**src/rtl/bcd_mc_pkg.sv**
```systemverilog
package bcd_mc_pkg;
  localparam int DIGIT_W = 4;
  typedef logic [DIGIT_W-1:0] digit_t;

  function automatic logic digit_ok(input digit_t d);
    return d <= 4'd9;
  endfunction
endpackage

```
**src/rtl/bcd_mc_digit.sv**
```systemverilog
module bcd_mc_digit
  import bcd_mc_pkg::*;
(
  input  logic   sub_i,
  input  digit_t m_i,
  input  digit_t s_i,
  input  logic   c_i,
  output digit_t d_o,
  output logic   c_o
);
  digit_t     m_sel;
  logic [4:0] raw;
  logic       over9;
  logic       dec_c;
  digit_t     fixed;

  always_comb begin
    // selective inversion of the minuend when subtracting
    m_sel = m_i ^ {DIGIT_W{sub_i}};
    raw   = {1'b0, m_sel} + {1'b0, s_i} + {4'b0, c_i};
    over9 = raw[3] & (raw[2] | raw[1]);
    // subtract mode decides on the binary carry alone
    dec_c = raw[4] | (~sub_i & over9);
    fixed = raw[3:0] + (dec_c ? 4'd6 : 4'd0);
    d_o   = fixed ^ {DIGIT_W{sub_i}};
    c_o   = dec_c;
  end

  always_comb begin
    if (digit_ok(m_i) && digit_ok(s_i))
      assert_digit_bcd_R8: assert (digit_ok(d_o));
  end
endmodule

```
**src/rtl/bcd_mc_array.sv**
```systemverilog
module bcd_mc_array
  import bcd_mc_pkg::*;
#(
  parameter int DIGITS = 4,
  localparam int W = DIGIT_W * DIGITS
) (
  input  logic         sub_i,
  input  logic [W-1:0] m_i,
  input  logic [W-1:0] s_i,
  output logic [W-1:0] d_o,
  output logic         c_o
);
  logic [DIGITS:0] chain;
  assign chain[0] = 1'b0;

  for (genvar g = 0; g < DIGITS; g++) begin : g_digit
    bcd_mc_digit u_digit (
      .sub_i (sub_i),
      .m_i   (m_i[g*DIGIT_W +: DIGIT_W]),
      .s_i   (s_i[g*DIGIT_W +: DIGIT_W]),
      .c_i   (chain[g]),
      .d_o   (d_o[g*DIGIT_W +: DIGIT_W]),
      .c_o   (chain[g+1])
    );
  end

  assign c_o = chain[DIGITS];
endmodule

```
**src/rtl/bcd_mc_sub.sv**
```systemverilog
module bcd_mc_sub
  import bcd_mc_pkg::*;
#(
  parameter int DIGITS = 4,
  localparam int W = DIGIT_W * DIGITS
) (
  input  logic         clk,
  input  logic         rst,
  input  logic         sub,
  input  logic [W-1:0] minuend,
  input  logic [W-1:0] subtrahend,
  output logic [W-1:0] result,
  output logic         carry_flag
);
  logic [W-1:0] sum_d;
  logic         carry_d;

  bcd_mc_array #(.DIGITS(DIGITS)) u_array (
    .sub_i (sub),
    .m_i   (minuend),
    .s_i   (subtrahend),
    .d_o   (sum_d),
    .c_o   (carry_d)
  );

  always_ff @(posedge clk) begin
    if (rst) begin
      result     <= '0;
      carry_flag <= 1'b0;
    end else begin
      result     <= sum_d;
      carry_flag <= carry_d;
    end
  end

  function automatic logic all_ok(input logic [W-1:0] v);
    logic ok;
    ok = 1'b1;
    for (int i = 0; i < DIGITS; i++)
      ok = ok & digit_ok(v[i*DIGIT_W +: DIGIT_W]);
    return ok;
  endfunction

  logic in_ok;
  assign in_ok = all_ok(minuend) & all_ok(subtrahend);

  assert_reset_clear_R1: assert property (@(posedge clk)
    rst |=> (result == '0 && !carry_flag));

  assert_borrow_flag_R4: assert property (@(posedge clk) disable iff (rst)
    (sub && in_ok) |=> (carry_flag == ($past(subtrahend) > $past(minuend))));

  assert_equal_zero_R5: assert property (@(posedge clk) disable iff (rst)
    (sub && in_ok && minuend == subtrahend) |=> (result == '0 && !carry_flag));

  assert_result_bcd_R8: assert property (@(posedge clk) disable iff (rst)
    in_ok |=> all_ok(result));
endmodule

```
**config.mk**
```make
export PLATFORM = sky130hd
export DESIGN_NAME = bcd_mc_sub
export DESIGN_NICKNAME = d
export VERILOG_FILES = /design/src/rtl/bcd_mc_pkg.sv /design/src/rtl/bcd_mc_digit.sv /design/src/rtl/bcd_mc_array.sv /design/src/rtl/bcd_mc_sub.sv
export SDC_FILE = /design/constraint.sdc
export NUM_CORES = 1
export LEC_CHECK = 0
export BUFFER_PORTS_ARGS = -buffer_cell sky130_fd_sc_hd__buf_2
export CELL_PAD_IN_SITES_DETAIL_PLACEMENT = 1
export CELL_PAD_IN_SITES_GLOBAL_PLACEMENT = 1
export CORE_ASPECT_RATIO = 1.1
export CORE_MARGIN = 1
export CORE_UTILIZATION = 41
export CTS_CLUSTER_SIZE = 16
export DETAILED_ROUTE_END_ITERATION = 12
export GPL_TIMING_DRIVEN = 0
export HOLD_SLACK_MARGIN = 0.03
export PLACE_DENSITY = 0.91
export RECOVER_POWER = 100
export SETUP_SLACK_MARGIN = 0.05
export SLEW_MARGIN = 20
export SYNTH_ARGS = -nofsm -noshare
export SYNTH_HDL_FRONTEND = slang
export SYNTH_SLANG_ARGS = --single-unit
export TNS_END_PERCENT = 5
```
**constraint.sdc**
```tcl
create_clock -name clk -period 25.5 [get_ports clk]
set_clock_uncertainty 0.15 [all_clocks]
set_input_delay 2.55 -clock clk [delete_from_list [all_inputs] [get_ports clk]]
set_output_delay 2.55 -clock clk [all_outputs]
set_load 0.01 [all_outputs]
```
Word level (Yosys, flattened, before mapping)
Cells that the tools add are included.
{"block": "word_totals", "regBits": 17, "latch_bits": 0, "mem_bits_rw": 0, "romBits": 0, "input_bits": 35, "output_inout_bits": 17, "wordCells": 42, "mem_count": 0}
{"block": "op_classes", "add_sub_neg": 11, "multipliers": 0, "div_mod_pow": 0, "order_cmp": 0, "n_eq_ne": 0, "shift": 0, "n_mux": 4, "bitwise": 25, "n_reduce_logical": 0}
{"op": "bitwise XOR 4 bit", "count": 8}
{"op": "adder 4 x 4 -> 5 bit", "count": 4}
{"op": "adder 4 x 3 -> 4 bit", "count": 4}
{"op": "adder 5 x 1 -> 5 bit", "count": 3}
{"op": "2-to-1 mux 3 bit", "count": 4}
{"op": "AND 1 bit", "count": 8}
{"op": "bitwise OR 1 bit", "count": 8}
{"op": "NOT 1 bit", "count": 1}

Depth between registers and ports, before layout
Gate-level depths: netlist (run 1).
{"block": "depth", "word_depth": 24, "depth_mapped": 33, "depth_no_buf": 30}

Modules after synthesis
Synthesis (run 1) repeated with hierarchy kept, for this count alone.
{"block": "unflattened", "hier_cells": 168, "area_unflattened_um2": 1720.4}
{"module": "bcd_mc_digit (u_array.g_digit[0].u_digit ...)", "n_inst": 2, "cells_per_inst": 33, "area_each_um2": 314.1, "seq_area_each_um2": 0.0}
{"module": "bcd_mc_digit (u_array.g_digit[1].u_digit ...)", "n_inst": 2, "cells_per_inst": 33, "area_each_um2": 306.5, "seq_area_each_um2": 0.0}
{"module": "bcd_mc_sub", "n_inst": 1, "cells_per_inst": 35, "area_each_um2": 475.5, "seq_area_each_um2": 340.3}
{"module": "bcd_mc_array", "n_inst": 1, "cells_per_inst": 1, "area_each_um2": 3.8, "seq_area_each_um2": 0.0}

Worst setup path before layout (run 1)
No wires, ideal clock.
{"block": "synth_path", "kind": "input to register", "start": "input port sub", "end": "register result[14]", "setup_ps": 125, "t_arrival_ps": 9604, "t_required_ps": 25225, "slack_ps": 15621, "path_stages": 32, "path_buffers": 3, "cell_sequence": "buf_4 > buf_4 > buf_4 > xor2_1 > ha_1 > fa_1 > xnor2_1 > a21oi_1 > a221o_1 > fa_1 > inv_1 > fa_1 > xor2_1 > a21oi_1 > a221o_1 > fa_1 > inv_1 > fa_1 > xor2_1 > a21oi_1 > a221o_1 > fa_1 > inv_1 > fa_1 > inv_1 > o21ba_2 > inv_1 > o21ai_0 > ha_1 > fa_1 > xnor2_1 > nor2_1"}
{"block": "synth_between", "elab_chain_len": 24, "word_cells_on_any_way": 31, "cone_classes": "add/sub (8); mux (1); bitwise (22)"}
{"item": "start: declaration", "line": "bcd_mc_sub.sv:9", "text": "input logic sub,"}
{"item": "bitwise XOR 4 bit", "line": "bcd_mc_digit.sv:19", "text": "m_sel = m_i ^ {DIGIT_W{sub_i}};"}
{"item": "adder 4 x 4 -> 5 bit", "line": "bcd_mc_digit.sv:20", "text": "raw = {1'b0, m_sel} + {1'b0, s_i} + {4'b0, c_i};"}
{"item": "bitwise OR 1 bit", "line": "bcd_mc_digit.sv:21", "text": "over9 = raw[3] & (raw[2] | raw[1]);"}
{"item": "AND 1 bit", "line": "bcd_mc_digit.sv:21"}
{"item": "AND 1 bit", "line": "bcd_mc_digit.sv:23", "text": "dec_c = raw[4] | (~sub_i & over9);"}
{"item": "bitwise OR 1 bit", "line": "bcd_mc_digit.sv:23"}
{"item": "adder 5 x 1 -> 5 bit", "line": "bcd_mc_digit.sv:20"}
{"item": "bitwise OR 1 bit", "line": "bcd_mc_digit.sv:21"}
{"item": "[9 not listed]"}
{"item": "bitwise OR 1 bit", "line": "bcd_mc_digit.sv:21"}
{"item": "AND 1 bit", "line": "bcd_mc_digit.sv:21"}
{"item": "AND 1 bit", "line": "bcd_mc_digit.sv:23"}
{"item": "bitwise OR 1 bit *", "line": "bcd_mc_digit.sv:23"}
{"item": "named net carry_d", "line": "bcd_mc_sub.sv:16", "text": "logic carry_d;"}
{"item": "2-to-1 mux 3 bit *", "line": "bcd_mc_digit.sv:24", "text": "fixed = raw[3:0] + (dec_c ? 4'd6 : 4'd0);"}
{"item": "adder 4 x 3 -> 4 bit *", "line": "bcd_mc_digit.sv:24"}
{"item": "bitwise XOR 4 bit *", "line": "bcd_mc_digit.sv:25", "text": "d_o = fixed ^ {DIGIT_W{sub_i}};"}
{"item": "end signal: assignment", "line": "bcd_mc_sub.sv:31", "text": "result <= sum_d;"}
{"item": "end: declaration", "line": "bcd_mc_sub.sv:12", "text": "output logic [W-1:0] result,"}
The timed path passes the listed nets; every way through them passes the cells marked *.
A chain may end at the register's enable or synchronous reset.

Worst setup path after layout (run 1)
{"block": "layout_path", "start": "input port sub", "end": "register result[15]"}
The elaborated chain is that of the path after synthesis.

==> summary.md, run 1 <==
| Metric | Value |
|---|---|
| Outcome | `completed` |
| Crit-path most repeated cell | `fa_1` |
| Share of layout cells above drive strength 1 | `between 10% and 20%` |
| Ys async rst share | `0%` |
| Max Fclk | `slightly below 90 MHz` |
| Post-Synth Adder-Cell Area | `27.4%` |
| Sequential fraction of design power | `26.6%` |
| Hold path endpoint | `result[0]` |
| Clk sink count | `17` |
| Post-Layout Cell Count | `260` |
| Setup-failing EPs final | `0` |
| Clock share of power | `13.4%` |
| Core ar. | `3650 um^2` |
| Leak pwr | `0.969 nW` |
| Number of enable flip-flop cells after synthesis | `0` |
| Routed Antenna Nets | `0` |
| Main combinational cell family by area after synthesis | `XOR/XNOR gates` |
| First-pass GRT wire length | `approximately 5700 um` |
| Die height | `67.2 um` |
| Max Cap Viol | `0` |
| GRT Util Overall | `approximately a fifth` |
| Starting density of the core | `43.3%` |
| Total wire length | `3470 um` |
| DP Area | `1890 um^2` |
| Critical Path RT | `about 26 ns` |
| DP HPWL | `~2900 um` |
| Post-synth cell types | `21` |
| Inserted Diodes | `0` |
| Initial drt markers | `35` |
| Placed Cells | `256` |
| Total congestion overflow | `0` |
| Worst path max stage delay | `~0.66 ns` |
| Post-synth top area share | `21.5%` |
| IO Pins | `52` |
| Post-route DRC | `0` |
| Worst setup SP type | `primary input` |
| Most used DFF post-synth | `dfxtp_1` |
| Routed WL per cell | `~13 um` |
| WHS | `2.51 ns` |
| Syn-to-layout area delta | `20.3%` |
| Nets | `274` |
| Crit Path Max Fanout | `10` |
| Post-CTS Setup Inserts | `0` |
| Worst Hold Depth | `2` |
| DR pass1 iterations | `4` |
| Count leader, synth | `xor2_1` |
| Syn nets | `220` |
| Rel. slew slack | `a little under half` |
| Worst vdd ir | `0.0289 mV` |
| Area of the mapped netlist | `1580 um^2` |
| Switching share of power | `39.5%` |
| Resized Gates After CTS | `0` |
| Initial antenna violation count | `0` |
| PnR Total Power | `0.148 mW` |
| Clock-pin slew on the worst setup and hold paths | `0.07 ns` |
| TNS Setup | `0 ns` |
| Std cell rows | `23` |
| TritonCTS clock tree | `yes` |
| Design Area, Final | `approximately 1900 um^2` |
| Psw | `0.0583 mW` |
| YS warnings | `0` |
| Worst path slowest cell | `clkbuf_1` |
| Logic gate share of total power | `60.0%` |
| Setup Crit Path Kind | `primary input to flip-flop` |
| CP Capture Type | `flip-flop` |
| Minimum clock period | `11.48 ns` |
| CTS H-tree lvls | `1` |
| # port buffers | `49` |
| Largest net degree at the start of global routing | `11` |
| Synth area leaders | `dfxtp_1, fa_1, xor2_1, ha_1, xnor2_1` |
| Top cell type by total area after synthesis | `dfxtp_1` |
| Top cells by count, synth | `xor2_1, inv_1, dfxtp_1, ha_1, nor2_1` |
| Util after Layout | `52.1%` |
| Worst Setup Slack, final | `14.02 ns` |
| Slew of the pin with the lowest slew margin | `roughly 0.78 ns` |
| Endpoints failing hold | `0` |
| Compound-cell area share of the yosys netlist | `roughly an eighth` |
| Hold WC Path Type | `primary input to flip-flop` |
| Pwr dens | `77.5 nW/um^2` |
| Die ar. | `slightly above 4000 um^2` |
| Final worst-path cycle share | `a little under half` |
| GPL Wtd Cong | `about 0.73` |
| Mux contribution to synthesized area | `0%` |
| Syn Inst Count | `157` |
| Die W | `between 60 and 70 um` |
| Final slew viol count | `0` |
| Post-DR vias/cell | `4.84` |
| TritonCTS Buffers | `3` |
| Root Driver | `clkbuf_8` |
| Dpl ws | `14.89 ns` |
| Synth Area in Simple Gates | `4.19%` |
| # hold bufs at CTS | `0` |
| Avg Cell Area, Syn | `10.1 um^2` |
| RSZ-0062 raised after global routing | `no` |
| Vias in the first global route | `1287` |
| Max Root-Sink Buffers | `2` |
| Int Pwr | `0.0892 mW` |
| CP Data Arrival Time | `11.51 ns` |
| Synth Area in XOR/XNOR | `27.8%` |
| Total number of vias | `1259` |
| Synth Register Bits | `17` |
| Sequential fraction of the synthesis area | `21.5%` |
| Worst hold start | `rst` |
## area by class of cell
type / count / area (um^2)
Clock inverter: 1 / 5.00
Sequential cell: 17 / 340
Buffer: 6 / 23.8
Inverter: 20 / 75.1
Tap cell: 50 / 62.6
Fill cell: 461 / 1750
Clock buffer: 3 / 41.3
Multi-Input combinational cell: 114 / 1130
Timing Repair Buffer: 49 / 224
## per-layer routing
| layer | vias to the layer above | track usage, % | wire length (um) |
|---|---|---|---|
| met5 | - | 0 | 0 |
| met3 | 5 | 2.30 | 100 |
| met1 | 615 | 22.9 | 1410 |
| met4 | 0 | 3.41 | 18 |
| met2 | 27 | 36.1 | 1940 |
| li1 | 612 | - | - |
## registers in the layout, summed over array words and instances (netlist names)
register / flops
result: 16
carry_flag: 1
## power groups by stage
stage	registers, mW	clock network [mW]	logic [mW]
after floorplan	0.0445	0	0.0611
after global placement	0.0396	0	0.0855
after detailed placement	0.0396	0	0.0910
after CTS	0.0391	0.0202	0.0922
after global routing	0.0403	0.0221	0.0995
final	0.0393	0.0197	0.0885
## worst max-delay path by stage
stage | end | from
floorplan | result[14] | sub
CTS | result[15] | sub
global route | result[15] | sub
global placement | result[14] | sub
finish | result[15] | sub
detailed placement | result[14] | sub
## logic make-up after synthesis
group | count (synthesis)
buf+inv | 26
simple gates | 17
compound gates | 25
fa+ha+maj | 28
flops | 17
xor+xnor | 44
## cell usage in the layout, fill, tap and decap left out, types with 8 or more instances in the layout
cell	count
a21o_1	8
clkbuf_1	21
dfxtp_1	17
xnor2_1	15
ha_1	17
xor2_1	25
nor2_1	16
inv_1	20
buf_2	33
fa_1	11
## worst max-delay path: cells and delay by family
family                   cells  cell delay (ns)
buffers and inverters        8             2.05
XOR/XNOR                     6             1.36
AND/OR/NAND/NOR              1             0.11
AO/OA/AOI/OAI                8             2.20
adder cells (fa/ha/maj)     10             3.22
No activity file was read; power rests on OpenSTA's default activity.
==> run 2: changes to the inputs <==
Settings changed: CORE_UTILIZATION 41 to 38, PLACE_DENSITY 0.91 to 0.86.
Clock period 25.5 ns to 10.6 ns, I/O delays scaled along.
==> run 2 against run 1 <==
Critical path depth fell by 1. Worst setup slack got worse by 13 ns. Die area rose by 7.6%. Critical endpoint is now result[14]. Largest cell class unchanged.
==> summary.md, run 2 (synthesized netlist as in run 1, its figures left out) <==
| Metric | Value |
|---|---|
| Outcome | `completed` |
| GRT Util Overall | `15.6%` |
| Clock-pin slew on the worst setup and hold paths | `0.07 ns` |
| CP Data Arrival Time | `about 9.2 ns` |
| Commonest non-fill, non-tap cell in the layout | `buf_2` |
| Syn-to-layout area delta | `20.9%` |
| Hold WC Path Type | `primary input to flip-flop` |
| Die height | `69.7 um` |
| Post-route DRC | `0` |
| Post-DR vias/cell | `4.72` |
| Minimum clock period | `approximately 9.2 ns` |
| IO Pins | `52` |
| Largest net degree at the start of global routing | `11` |
| RSZ-0062 raised after global routing | `no` |
| # port buffers | `49` |
| Core ar. | `3960 um^2` |
| Largest register FFs | `16` |
| # hold bufs at CTS | `0` |
| Endpoints failing hold | `0` |
| Total wire length | `between 3000 and 4000 um` |
| Routed Antenna Nets | `0` |
| Worst vdd ir | `0.0684 mV` |
| DP Area | `approximately 1900 um^2` |
| Max Root-Sink Buffers | `2` |
| Routed WL per cell | `12.7 um` |
| TritonCTS Buffers | `3` |
| Post-Layout Cell Count | `262` |
| Post-CTS Setup Inserts | `0` |
| Vias in the first global route | `1273` |
| Final slew viol count | `0` |
| Leak pwr | `approximately 0.97 nW` |
| Max Cap Viol | `0` |
| Worst setup SP type | `primary input` |
| Total congestion overflow | `0` |
| Initial drt markers | `16` |
| TritonCTS clock tree | `yes` |
| Worst path max stage delay | `0.59 ns` |
| Buf/Inv on CP | `8` |
| Std cell rows | `24` |
| Most frequent cells in the layout | `buf_2, xor2_1, inv_1, clkbuf_1` |
| TNS Setup | `0 ns` |
| Inserted Diodes | `0` |
| WHS | `1.02 ns` |
| Critical Path RT | `approximately 11 ns` |
| Clk sink count | `17` |
| Worst path slowest cell | `clkbuf_1` |
| Crit Path Max Fanout | `10` |
| Worst Hold Depth | `2` |
| Worst hold start | `rst` |
| Hold path endpoint | `result[14]` |
| Nets | `roughly 270` |
| Design Area, Final | `1910 um^2` |
| Resized Gates After CTS | `0` |
| Rel. slew slack | `50.9%` |
| Largest Register | `result` |
| DR pass1 iterations | `4` |
| Biggest regs | `result x16, carry_flag x1` |
| PnR Total Power | `0.354 mW` |
| Die ar. | `4430 um^2` |
| CP Capture Type | `flip-flop` |
| CP delay by family, top | `adder cells` |
| GPL Wtd Cong | `0.771` |
| Starting density of the core | `39.9%` |
| CTS H-tree lvls | `1` |
| Max Fclk | `109 MHz` |
| Root Driver | `clkbuf_8` |
| First-pass GRT wire length | `around 5400 um` |
| Die W | `roughly 64 um` |
| Initial antenna violation count | `0` |
| DP HPWL | `around 2800 um` |
| Setup-failing EPs final | `0` |
| Crit-path most repeated cell | `fa_1` |
| Total number of vias | `1237` |
| Slew of the pin with the lowest slew margin | `about 0.74 ns` |
| Placed Cells | `258` |
| Setup Crit Path Kind | `primary input to flip-flop` |
| Final worst-path cycle share | `a little under 90%` |
| Share of layout cells above drive strength 1 | `21.0%` |
| Pwr dens | `185 nW/um^2` |
[run 2: how the worst max path moves through the flow]
stage	from	end	cells after the start
floorplan	sub	result[14]	32
global placement	sub	result[14]	32
detailed placement	sub	result[14]	32
CTS	sub	result[14]	32
global route	sub	result[15]	33
finish	sub	result[14]	32
[run 2: per-layer routing]
metal	GRT usage, %	wire length (um)	vias up
li1	-	-	614
met1	16.9	1330	590
met2	31.6	1880	31
met3	1.64	119	2
met4	2.78	4	0
met5	0	0	-
[run 2: final cells by class]
| class | count | area (um^2) |
|---|---|---|
| plain buffers | 6 | 31.3 |
| clock buffers | 3 | 41.3 |
| clock inverters | 1 | 5.00 |
| fillers | 500 | 2050 |
| inverters | 20 | 75.1 |
| multi-input cells | 114 | 1130 |
| flip-flops and latches | 17 | 340 |
| well taps | 52 | 65.1 |
| repair buffers | 49 | 224 |
[run 2: stage by stage]
| stage | worst slack [ns] | utilization (%) |
|---|---|---|
| finish | 1.39 | 48.3 |
| global route | 0.803 | 48.3 |
| CTS | 1.75 | 48.9 |
| detailed placement | 1.49 | 47.8 |
| global placement | 1.68 | 47.8 |
| floorplan | 2.21 | - |
[run 2: power breakdown]
part	leakage (nW)	internal, mW	total (mW)	switching (mW)
Clock	0.0255	0.0260	0.0485	0.0225
Combinational	0.804	0.101	0.211	0.109
Sequential	0.142	0.0876	0.0943	0.00675
